File: src/rtl/xfer_chan_pkg.sv
package xfer_chan_pkg;
  typedef struct packed {
    logic load;
    logic step;
    logic reload;
  } dpStrobe_t;

  typedef enum logic {CH_IDLE = 1'b0, CH_OWN = 1'b1} chanState_t;
endpackage

File: src/rtl/xfer_chan_dp.sv
module xfer_chan_dp
  import xfer_chan_pkg::*;
#(
  parameter int COUNT_W = 24,
  parameter int ADDR_W  = 24
) (
  input  logic               clk,
  input  logic               rstN,
  input  dpStrobe_t          strobe,
  input  logic [COUNT_W-1:0] cfgCount,
  input  logic [ADDR_W-1:0]  cfgAddr,
  input  logic               cfgDown,
  output logic               countZero,
  output logic [COUNT_W-1:0] curCount,
  output logic [ADDR_W-1:0]  curAddr
);
  localparam logic [COUNT_W-1:0] CNT_ONE  = COUNT_W'(1);
  localparam logic [ADDR_W-1:0]  ADDR_ONE = ADDR_W'(1);

  logic [COUNT_W-1:0] baseCount;
  logic [ADDR_W-1:0]  baseAddr;
  logic               dirDown;

  always_ff @(posedge clk) begin
    if (!rstN) begin
      baseCount <= '0;
      baseAddr  <= '0;
      dirDown   <= 1'b0;
      curCount  <= '0;
      curAddr   <= '0;
    end else if (strobe.load) begin
      baseCount <= cfgCount;
      baseAddr  <= cfgAddr;
      dirDown   <= cfgDown;
      curCount  <= cfgCount;
      curAddr   <= cfgAddr;
    end else if (strobe.reload) begin
      curCount <= baseCount;
      curAddr  <= baseAddr;
    end else if (strobe.step) begin
      curCount <= curCount - CNT_ONE;
      curAddr  <= dirDown ? curAddr - ADDR_ONE : curAddr + ADDR_ONE;
    end
  end

  assign countZero = (curCount == '0);
endmodule

File: src/rtl/xfer_chan_ctrl.sv
module xfer_chan_ctrl
  import xfer_chan_pkg::*;
#(
  parameter int PREEMPT_CYC = 33,
  parameter int SYNC_DEPTH  = 2
) (
  input  logic      clk,
  input  logic      rstN,
  input  logic      cfgLoad,
  input  logic      cfgDemand,
  input  logic      cfgAutoInit,
  input  logic      cfgTcInput,
  input  logic      doneClr,
  input  logic      dreqAsync,
  input  logic      preemptReq,
  input  logic      xferDone,
  input  logic      cmdActive,
  input  logic      tcIn,
  input  logic      countZero,
  output dpStrobe_t strobe,
  output logic      dackOut,
  output logic      tcOut,
  output logic      tcOe,
  output logic      doneFlag
);
  localparam int PC_W = $clog2(PREEMPT_CYC + 1);
  localparam logic [PC_W-1:0] PC_LAST = PC_W'(PREEMPT_CYC - 1);

  chanState_t            state;
  logic [SYNC_DEPTH-1:0] syncQ;
  logic                  reqSync;
  logic [PC_W-1:0]       preCnt;
  logic                  modeDemand, modeAuto, modeTcIn;
  logic                  inOwn, grantNow, wrapEv, stopEv, termEv, preemptHit, releaseEv;

  generate
    if (SYNC_DEPTH == 1) begin : g_sync1
      always_ff @(posedge clk) begin
        if (!rstN) syncQ <= '0;
        else       syncQ <= dreqAsync;
      end
    end else begin : g_syncN
      always_ff @(posedge clk) begin
        if (!rstN) syncQ <= '0;
        else       syncQ <= {syncQ[SYNC_DEPTH-2:0], dreqAsync};
      end
    end
  endgenerate
  assign reqSync = syncQ[SYNC_DEPTH-1];

  always_comb begin
    inOwn      = (state == CH_OWN);
    grantNow   = !inOwn && reqSync && !doneFlag && !cfgLoad;
    wrapEv     = inOwn && xferDone && countZero;
    stopEv     = inOwn && modeTcIn && tcIn && (modeDemand || cmdActive);
    termEv     = wrapEv || stopEv;
    preemptHit = inOwn && preemptReq && (preCnt == PC_LAST);
    releaseEv  = inOwn && (termEv || preemptHit || !reqSync ||
                           (!modeDemand && xferDone));
    strobe.load   = cfgLoad && !inOwn;
    strobe.reload = termEv && modeAuto;
    strobe.step   = inOwn && xferDone && !(termEv && modeAuto);
  end

  always_ff @(posedge clk) begin
    if (!rstN) begin
      state      <= CH_IDLE;
      doneFlag   <= 1'b0;
      preCnt     <= '0;
      modeDemand <= 1'b0;
      modeAuto   <= 1'b0;
      modeTcIn   <= 1'b0;
    end else begin
      if (strobe.load) begin
        modeDemand <= cfgDemand;
        modeAuto   <= cfgAutoInit;
        modeTcIn   <= cfgTcInput;
      end
      if (inOwn) state <= releaseEv ? CH_IDLE : CH_OWN;
      else       state <= grantNow ? CH_OWN : CH_IDLE;
      if (termEv && !modeAuto)        doneFlag <= 1'b1;
      else if (strobe.load || doneClr) doneFlag <= 1'b0;
      if (inOwn && preemptReq && !releaseEv) preCnt <= preCnt + 1'b1;
      else                                    preCnt <= '0;
    end
  end

  assign dackOut = inOwn;
  assign tcOe    = inOwn && !modeTcIn;
  assign tcOut   = tcOe && countZero;
endmodule

File: src/rtl/xfer_chan.sv
module xfer_chan
  import xfer_chan_pkg::*;
#(
  parameter int COUNT_W     = 24,
  parameter int ADDR_W      = 24,
  parameter int PREEMPT_CYC = 33
) (
  input  logic               clk,
  input  logic               rstN,
  input  logic               cfgLoad,
  input  logic [COUNT_W-1:0] cfgCount,
  input  logic [ADDR_W-1:0]  cfgAddr,
  input  logic               cfgDown,
  input  logic               cfgDemand,
  input  logic               cfgAutoInit,
  input  logic               cfgTcInput,
  input  logic               doneClr,
  input  logic               dreqAsync,
  input  logic               preemptReq,
  input  logic               xferDone,
  input  logic               cmdActive,
  input  logic               tcIn,
  output logic               dackOut,
  output logic               tcOut,
  output logic               tcOe,
  output logic               doneFlag,
  output logic [COUNT_W-1:0] curCount,
  output logic [ADDR_W-1:0]  curAddr
);
  dpStrobe_t strobe;
  logic      countZero;

  xfer_chan_ctrl #(.PREEMPT_CYC(PREEMPT_CYC), .SYNC_DEPTH(2)) u_ctrl (
    .clk(clk), .rstN(rstN), .cfgLoad(cfgLoad), .cfgDemand(cfgDemand),
    .cfgAutoInit(cfgAutoInit), .cfgTcInput(cfgTcInput), .doneClr(doneClr),
    .dreqAsync(dreqAsync), .preemptReq(preemptReq), .xferDone(xferDone),
    .cmdActive(cmdActive), .tcIn(tcIn), .countZero(countZero),
    .strobe(strobe), .dackOut(dackOut), .tcOut(tcOut), .tcOe(tcOe),
    .doneFlag(doneFlag)
  );

  xfer_chan_dp #(.COUNT_W(COUNT_W), .ADDR_W(ADDR_W)) u_dp (
    .clk(clk), .rstN(rstN), .strobe(strobe), .cfgCount(cfgCount),
    .cfgAddr(cfgAddr), .cfgDown(cfgDown), .countZero(countZero),
    .curCount(curCount), .curAddr(curAddr)
  );
endmodule

File: config.mk
export PLATFORM = sky130hd
export DESIGN_NAME = xfer_chan
export DESIGN_NICKNAME = d
export VERILOG_FILES = /design/src/rtl/xfer_chan_pkg.sv /design/src/rtl/xfer_chan_dp.sv /design/src/rtl/xfer_chan_ctrl.sv /design/src/rtl/xfer_chan.sv
export SDC_FILE = /design/constraint.sdc
export NUM_CORES = 1
export LEC_CHECK = 0
export BUFFER_PORTS_ARGS = -buffer_cell sky130_fd_sc_hd__buf_4
export CAP_MARGIN = 20
export CORE_UTILIZATION = 55
export CTS_BUF_LIST = sky130_fd_sc_hd__clkbuf_4
export DETAILED_ROUTE_END_ITERATION = 6
export GPL_TIMING_DRIVEN = 0
export PLACE_DENSITY_LB_ADDON = 0.1
export SYNTH_ARGS = -nofsm -noshare
export SYNTH_HDL_FRONTEND = slang
export SYNTH_SLANG_ARGS = --single-unit
File: constraint.sdc
create_clock -name clk -period 5.5 [get_ports clk]
set_input_delay 0.55 -clock clk [delete_from_list [all_inputs] [get_ports clk]]
set_output_delay 0.55 -clock clk [all_outputs]
set_load 0.005 [all_outputs]
Word level (Yosys, flattened, before mapping)
Cells that the tools add are included.

Memories kept: 0. Input port bits: 61. Flip-flop bits (word level): 110. Latch bits: 0. Memory bits (writable): 0. Output and inout port bits: 52. ROM bits: 0. Word-level logic and storage cells: 67.

Shift operators: 0. $mul: 0. Reduce and logical (&&, ||, !) cells: 38. Divide/modulo/power cells: 0. $lt $le $gt $ge: 0. Add/sub/neg operators: 4. Bitwise logic cells: 0. Multiplexer cells: 12. Equality and inequality tests: 1.

Operator list (number): $mux 24 (7); $sub 24x1->24 const B (2); $add 24x1->24 const B (1); $logic_not 24->1 (1); $logic_and 1x1->1 (19); $logic_not 1->1 (9); $add 6x1->6 const B (1); $eq 6x6->1 const B (1); $logic_or 1x1->1 (6); $mux 1 (5); $reduce_bool 3->1 (1); $reduce_and 2->1 (1); $reduce_bool 2->1 (1).

Longest topological paths before layout
Gate-level depths: netlist (run 1).

Depth after elaboration: 11. Gate-level depth with buffers: 12. Mapped depth without buffers: 10.

Cells and area by module
Synthesis (run 1) repeated with hierarchy kept, for this count alone.

Cells, all modules: 833. Area, all modules: 6591.3 um^2.

By module, submodules not included: xfer_chan_dp (cells each 768, sequential area each 1941.9 um^2, area an instance 6002.0 um^2, instances 1); xfer_chan_ctrl (cells each 65, sequential area each 260.2 um^2, area an instance 589.3 um^2, instances 1).

Worst setup path before layout (run 1)
Ideal clock, no wire load.

Path kind: flip-flop to flip-flop. Start point: register u_dp.dirDown. End point: register u_dp.curAddr[22]. Setup time: 0.122 ns. Path slack: 2.563 ns. Clock period less this slack: 2.937 ns. Stages on the path, launching flop included: 10. Required time: 5.378 ns. Path buffers: 0. Arrival time: 2.815 ns. Cells stage by stage: dfxtp_1 > ha_1 > a41oi_1 > o221ai_1 > or3_1 > or3_1 > a41oi_1 > o21ai_0 > xor2_1 > o2bb2ai_1.

Cells in the longest elaborated chain, start to end: 4.

RTL lines: start, declared (line xfer_chan_dp.sv:22) `logic dirDown;`; start signal, assigned (line xfer_chan_dp.sv:34) `dirDown <= cfgDown;`; $mux 24 (line xfer_chan_dp.sv:42) `curAddr <= dirDown ? curAddr - ADDR_ONE : curAddr + ADDR_ONE;`; $mux 24 (line xfer_chan_dp.sv:40) `end else if (strobe.step) begin`; $mux 24 (line xfer_chan_dp.sv:37) `end else if (strobe.reload) begin`; $mux 24 (line xfer_chan_dp.sv:31) `end else if (strobe.load) begin`; end signal, assigned (line xfer_chan_dp.sv:36) `curAddr <= cfgAddr;`; end signal, assigned (line xfer_chan_dp.sv:39) `curAddr <= baseAddr;`; end signal, assigned (line xfer_chan_dp.sv:42); end, declared (line xfer_chan_dp.sv:15) `output logic [ADDR_W-1:0] curAddr`.

No other way between the ends. The select of a mux whose other input is x is not followed. A chain may end at the register's enable or synchronous reset.

Worst setup path after layout (run 1)
Start point: register u_dp.dirDown. End point: register u_dp.curAddr[16].

The elaborated chain is that of the path after synthesis.

==> run_results.csv, run 1 <==
group,metric,value,unit
detailed_routing,vias,6529,
logic_synthesis,ys.flop_type,"dfxtp_1",
clock_tree,tritoncts,"built",
logic_synthesis,synthCells,798,
clock_tree,htreeDepth,3,
logic_synthesis,synth_top_family_by_area,"compound AO/OA/AOI/OAI gates",
global_route,antenna_found_initial,0,
floorplan,io_pins,113,
clock_tree,cts_setup_buffers,0,
outcome,status,"finished, final reports clean",
sta,period_minus_slack,3.591,ns
floorplan,die_w,107.7,um
logic_synthesis,synth-simple-area-share,22.64,%
logic_synthesis,ys_ff_latch,110,
clock_tree,clk_latency,0.50,ns
sta,rsz0062_at_grt,"false",
detailed_routing,routed_wirelength,20.03,mm
pwr,powerDensity,230.8,nW/um2
global_route,overflow,0,
global_route,grt_max_degree,26,
detailed_routing,wl_met3,1.750,mm
setup_path,crit_chain,"inv_1 -> fa_1 -> nand2b_1 -> a21o_1 -> a211oi_1 -> nor3_1 -> o21ai_0 -> a31oi_1 -> mux2_2 -> a211oi_1",
clock_tree,clk_pin_slew,0.15,ns
clock_tree,postCtsHoldBufs,0,
cells_and_area,drive_gt1_share,17.23,%
detailed_routing,wl_per_cell,18.84,um
sta,fin_ws,1.909,ns
logic_synthesis,synth_fp_nets,886,
logic_synthesis,synthAdderAreaFrac,5.623,%
setup_path,crit-reg2reg-launch,"u_dp.dirDown",
pwr,p_leak,2.979,nW
pwr,swShare,32.76,%
detailed_routing,drt-pass1-iter-count,7,
cells_and_area,final_common_cell,"nand2_1",
setup_path,start_kind,"flop",
sta,hold_violations,0,
floorplan,core_area,10840,um2
placed_design,dpl.hpwl,14.29,mm
setup_path,startpoint,"u_dp.dirDown",
setup_path,critPathRequiredTime,5.91,ns
logic_synthesis,synth-xor-area-share,4.849,%
setup_path,setup.worst_path.end_class,"flop",
logic_synthesis,yosysSeqAreaShare,35.86,%
pwr,power_frac_seq,53.7,%
sta,whs,0.2688,ns
global_route,grt_util_all_layers,35.07,%
logic_synthesis,synth_edf_count,0,
logic_synthesis,async_flop_share,0,%
cells_and_area,final_area,7246,um2
clock_tree,root_buffer,"clkbuf_4",
setup_path,crit_top_cell,"a211oi_1",
detailed_routing,ant_nets,0,
detailed_routing,drtIter0Drc,696,
cells_and_area,area_growth,17.99,%
detailed_routing,drc,0,
floorplan,initial_core_util,56.65,%
setup_path,cpPeakStageDelay,1.06,ns
logic_synthesis,synth-compound-area-share,25.63,%
logic_synthesis,synth_area_per_cell,7.695,um2
cells_and_area,mostFrequentLayoutCells,"161 x nand2_1, 113 x buf_4, 110 x dfxtp_1",
hold_path,hp-start,"dreqAsync",
clock_tree,post_cts_resized,0,
setup_path,slowest_stage,"dfxtp_1",
setup_path,cp_max_fo,25,
floorplan,placementRows,38,
clock_tree,numCtsBuffers,9,
placed_design,gp_congestion,1.014,
floorplan,dieArea,11590,um2
clock_tree,cts.sinks,110,
flow_run,drv_cap,0,
placed_design,port_buffers,111,
detailed_routing,dr_wl_met2,9.398,mm
global_route,grt_pass1_vias,6095,
sta,skew,0.02142,ns
floorplan,die_h,107.7,um
sta,fmax,0.2785,GHz
pwr,combPwrFrac,24.4,%
pwr,total_power,1.672,mW
hold_path,hp-class,"primary input to flop",
detailed_routing,wl_met1,8.327,mm
pwr,p_int,1.124,mW
detailed_routing,highest_layer,"met4",
sta,setup_viol,0,
sta,finalCritPeriodShare,65.29,%
setup_path,cp.arrival,4.00,ns
global_route,grt_pass1_wl,31.22,mm
logic_synthesis,syn_area,6141,um2
pwr,switchingPower,0.5479,mW
sta,finalSetupTns,0,ns
logic_synthesis,muxShareOfSynthArea,0.3464,%
cells_and_area,num_antenna_cells,0,
logic_synthesis,synth-warning-count,0,
clock_tree,cts_buffer_depth,2,
placed_design,dp_slack,2.050,ns
pwr,peakVddDrop,0.0001696,V
placed_design,placed_area,7149,um2
detailed_routing,via_per_inst,6.142,
logic_synthesis,yosysUniqueCellTypes,67,
sta,relSlewSlack,27.63,%
cells_and_area,fin_nets,1008,
pwr,power_frac_clock,21.9,%
sta,tightest_slew,1.084,ns
sta,slew_violations,0,
setup_path,timing_worst_setup_path_type,"flop to flop",
[final cells by class]
| cell class | count | area [um2] |
|---|---|---|
| Tap cell | 140 | 175.2 |
| Sequential cell | 110 | 2202 |
| Fill cell | 956 | 3595 |
| Clock buffer | 11 | 82.58 |
| Multi-Input combinational cell | 618 | 3628 |
| Buffer | 51 | 239.0 |
| Inverter | 19 | 71.32 |
| Clock inverter | 3 | 13.76 |
| Timing Repair Buffer | 111 | 833.3 |
[kinds of logic (layout without fill, tap and decap cells)]
group,after synthesis,in the layout
AND/OR/NAND/NOR,295,295
AO/OA/AOI/OAI,260,260
flip-flops,110,110
buffers and inverters,70,195
XOR/XNOR,34,34
adder cells (fa/ha/maj),27,27
multiplexers,2,2
[per-stage QoR]
step                instances  util [%]
detailed placement       1049     65.95
global route             1063     66.84
global placement         1049     65.95
finish                   1063     66.84
floorplan                 798         -
CTS                      1063     66.84
[worst max-delay path: cells and delay by family, from the launching register on]
kind	cells	cell delay, ns
compound gates	5	1.26
fa+ha+maj	1	0.43
buf+inv	1	0.13
flops	1	1.06
mux	1	0.29
simple gates	2	0.32
[power by group through the flow]
stage                     sequential (mW)  clock, mW  combinational [mW]
final                               0.899      0.366               0.407
after global routing                0.904      0.386               0.445
after CTS                           0.896      0.359               0.400
after detailed placement            0.913          0               0.398
after global placement              0.911          0               0.387
after floorplan                     0.902          0               0.251
[cells in the mapped netlist (8+ instances only)]
| library cell | count | share of area (%) |
|---|---|---|
| nand3_1 | 16 | 1.3 |
| clkbuf_1 | 36 | 2.2 |
| xnor2_1 | 22 | 3.1 |
| o211ai_1 | 27 | 3.3 |
| inv_1 | 18 | 1.1 |
| xor2_1 | 12 | 1.7 |
| ha_1 | 26 | 5.3 |
| o21ai_0 | 54 | 4.4 |
| buf_2 | 8 | 0.65 |
| a21oi_1 | 103 | 8.4 |
| nor3_1 | 14 | 1.1 |
| a31oi_1 | 26 | 2.6 |
| nand2_1 | 161 | 9.8 |
| nor2_1 | 46 | 2.8 |
| dfxtp_1 | 110 | 36 |
[registers in the layout (all words and copies together) (netlist names), 2 cells and up]
| signal | flops |
|---|---|
| u_dp.baseAddr | 24 |
| u_dp.baseCount | 24 |
| u_dp.curAddr | 24 |
| u_dp.curCount | 24 |
| u_ctrl.preCnt | 6 |
| u_ctrl.syncQ | 2 |
[final timing paths]
check	to	slack, ns	cells past startpoint
hold reg to reg	u_ctrl.syncQ[1]	0.45	1
hold / removal	u_ctrl.syncQ[0]	0.27	2
setup / recovery	u_dp.curAddr[16]	1.91	10
setup reg to reg	u_dp.curAddr[16]	1.91	10
[per-layer routing]
layer / vias to the layer above / global-route usage (%)
met5: - / 0
met4: 0 / 16.54
met3: 44 / 5.145
met2: 362 / 56.59
met1: 3020 / 45.94
li1: 3103 / -
Note: power is estimated with default switching activity, not from simulation.
==> run 2, diff against run 1 <==
==> constraint.sdc (replaced) <==
create_clock -name clk -period 3.5 [get_ports clk]
set_input_delay 0.35 -clock clk [delete_from_list [all_inputs] [get_ports clk]]
set_output_delay 0.35 -clock clk [all_outputs]
set_load 0.005 [all_outputs]
==> run 2 against run 1 <==
Against the previous run:
- setup slack worse by 1.6 ns
- cell count stayed put
- die area stayed put
- sequential cell count stayed put
- clock skew stayed put
- register-to-register slack worse by 1.6 ns
- critical endpoint unchanged
==> run_results.csv, run 2 (synthesis gave the netlist of run 1 again) <==
group,metric,value,unit
outcome,status,"finished, final reports clean",
detailed_routing,routed_wirelength,20.03,mm
placed_design,dpl.hpwl,14.29,mm
detailed_routing,via_per_inst,6.144,
global_route,overflow,0,
global_route,antenna_found_initial,0,
detailed_routing,wl_per_cell,18.84,um
cells_and_area,num_antenna_cells,0,
detailed_routing,vias,6531,
clock_tree,cts_buffer_depth,2,
floorplan,placementRows,38,
detailed_routing,ant_nets,0,
setup_path,cpPeakStageDelay,0.73,ns
placed_design,port_buffers,111,
global_route,grt_max_degree,26,
global_route,grt_util_all_layers,35.07,%
floorplan,core_area,10840,um2
setup_path,crit_chain,"inv_1 -> fa_1 -> nand2b_1 -> a21o_1 -> a211oi_1 -> nor3_1 -> o21ai_0 -> a31oi_1 -> mux2_2 -> a211oi_1",
sta,slew_violations,0,
global_route,grt_pass1_wl,31.22,mm
floorplan,die_h,107.7,um
setup_path,critPathTopFamily,"compound AO/OA/AOI/OAI gates",
sta,fmax,0.3108,GHz
sta,finalSetupTns,0,ns
sta,skew,0.02142,ns
setup_path,crit_top_cell,"a211oi_1",
clock_tree,clk_latency,0.50,ns
detailed_routing,drtIter0Drc,696,
clock_tree,root_buffer,"clkbuf_4",
pwr,p_leak,2.979,nW
cells_and_area,fin_nets,1008,
hold_path,hold_path_depth,2,
flow_run,drv_cap,0,
detailed_routing,drt-pass1-iter-count,5,
setup_path,timing_worst_setup_path_type,"flop to flop",
pwr,peakVddDrop,0.0002666,V
floorplan,initial_core_util,56.65,%
setup_path,start_kind,"flop",
sta,period_minus_slack,3.217,ns
setup_path,reg2regPathDepth,10,
placed_design,gp_congestion,1.014,
setup_path,critPathBufInv,1,
pwr,powerDensity,362.5,nW/um2
sta,hold_violations,0,
sta,relSlewSlack,48.96,%
clock_tree,numCtsBuffers,9,
setup_path,cp.arrival,3.63,ns
cells_and_area,drive_gt1_share,17.33,%
setup_path,cp.depth,10,
cells_and_area,final_common_cell,"nand2_1",
cells_and_area,area_growth,18.01,%
global_route,grt_pass1_vias,6095,
setup_path,cp_max_fo,25,
floorplan,die_w,107.7,um
clock_tree,htreeDepth,3,
hold_path,hp-class,"primary input to flop",
cells_and_area,fin_cells,1063,
clock_tree,tritoncts,"built",
clock_tree,cts_setup_buffers,0,
floorplan,dieArea,11590,um2
sta,finalCritPeriodShare,91.93,%
floorplan,io_pins,113,
clock_tree,cts.sinks,110,
placed_design,dp_cells,1049,
sta,rsz0062_at_grt,"false",
clock_tree,clk_pin_slew,0.15,ns
setup_path,setup.worst_path.end_class,"flop",
cells_and_area,mostFrequentLayoutCells,"161 x nand2_1, 113 x buf_4, 109 x dfxtp_1",
setup_path,critPathRequiredTime,3.91,ns
detailed_routing,drc,0,
sta,tightest_slew,0.7657,ns
setup_path,slowest_stage,"dfxtp_2",
sta,setup_viol,0,
run 2: cell counts in the layout (fill, tap and decap cells not counted):
No cell type changed its count.
run 2: routing by layer:
layer / up-vias / GRT usage, % / part of all wire (%)
met5: - / 0 / 0
met2: 363 / 56.59 / 47
met4: 0 / 16.54 / 2.8
li1: 3103 / - / -
met3: 44 / 5.145 / 8.7
met1: 3021 / 45.94 / 42
run 2: area by class of cell:
type,instances,area (um2)
clock inverter,3,13.76
inverter,19,71.32
buffer,51,239.0
multi-input combinational,618,3628
timing repair buffer,111,833.3
sequential,110,2203
tap,140,175.2
fill,955,3593
clock buffer,11,82.58
run 2: worst paths after layout:
kind                        start                to  slack, ns
setup / recovery     u_dp.dirDown  u_dp.curAddr[16]       0.28
hold / removal          dreqAsync   u_ctrl.syncQ[0]       0.07
hold reg to reg   u_ctrl.syncQ[0]   u_ctrl.syncQ[1]       0.45
setup reg to reg     u_dp.dirDown  u_dp.curAddr[16]       0.28
run 2: power by group:
group / internal (mW) / switching [mW] / total [mW]
clock network: 0.151 / 0.424 / 0.575
registers: 1.33 / 0.0821 / 1.41
logic: 0.286 / 0.354 / 0.640
total: 1.77 / 0.860 / 2.63
run 2: stage by stage:
step	util (%)	hold slack [ns]	setup slack, ns	power (mW)	cell area, um2
floorplan	-	0.4119	0.5626	1.811	6141
global placement	65.95	0.4171	0.1213	2.039	7149
detailed placement	65.95	0.4186	0.04957	2.060	7149
CTS	66.84	0.06195	0.03108	2.601	7246
global route	66.85	0.09047	0.1367	2.727	7247
finish	66.85	0.06884	0.2825	2.627	7247
run 2: timing repair:
item	CTS	global route
gates resized for setup	0	1
hold buffers	0	0
endpoints found under the setup margin	0	6
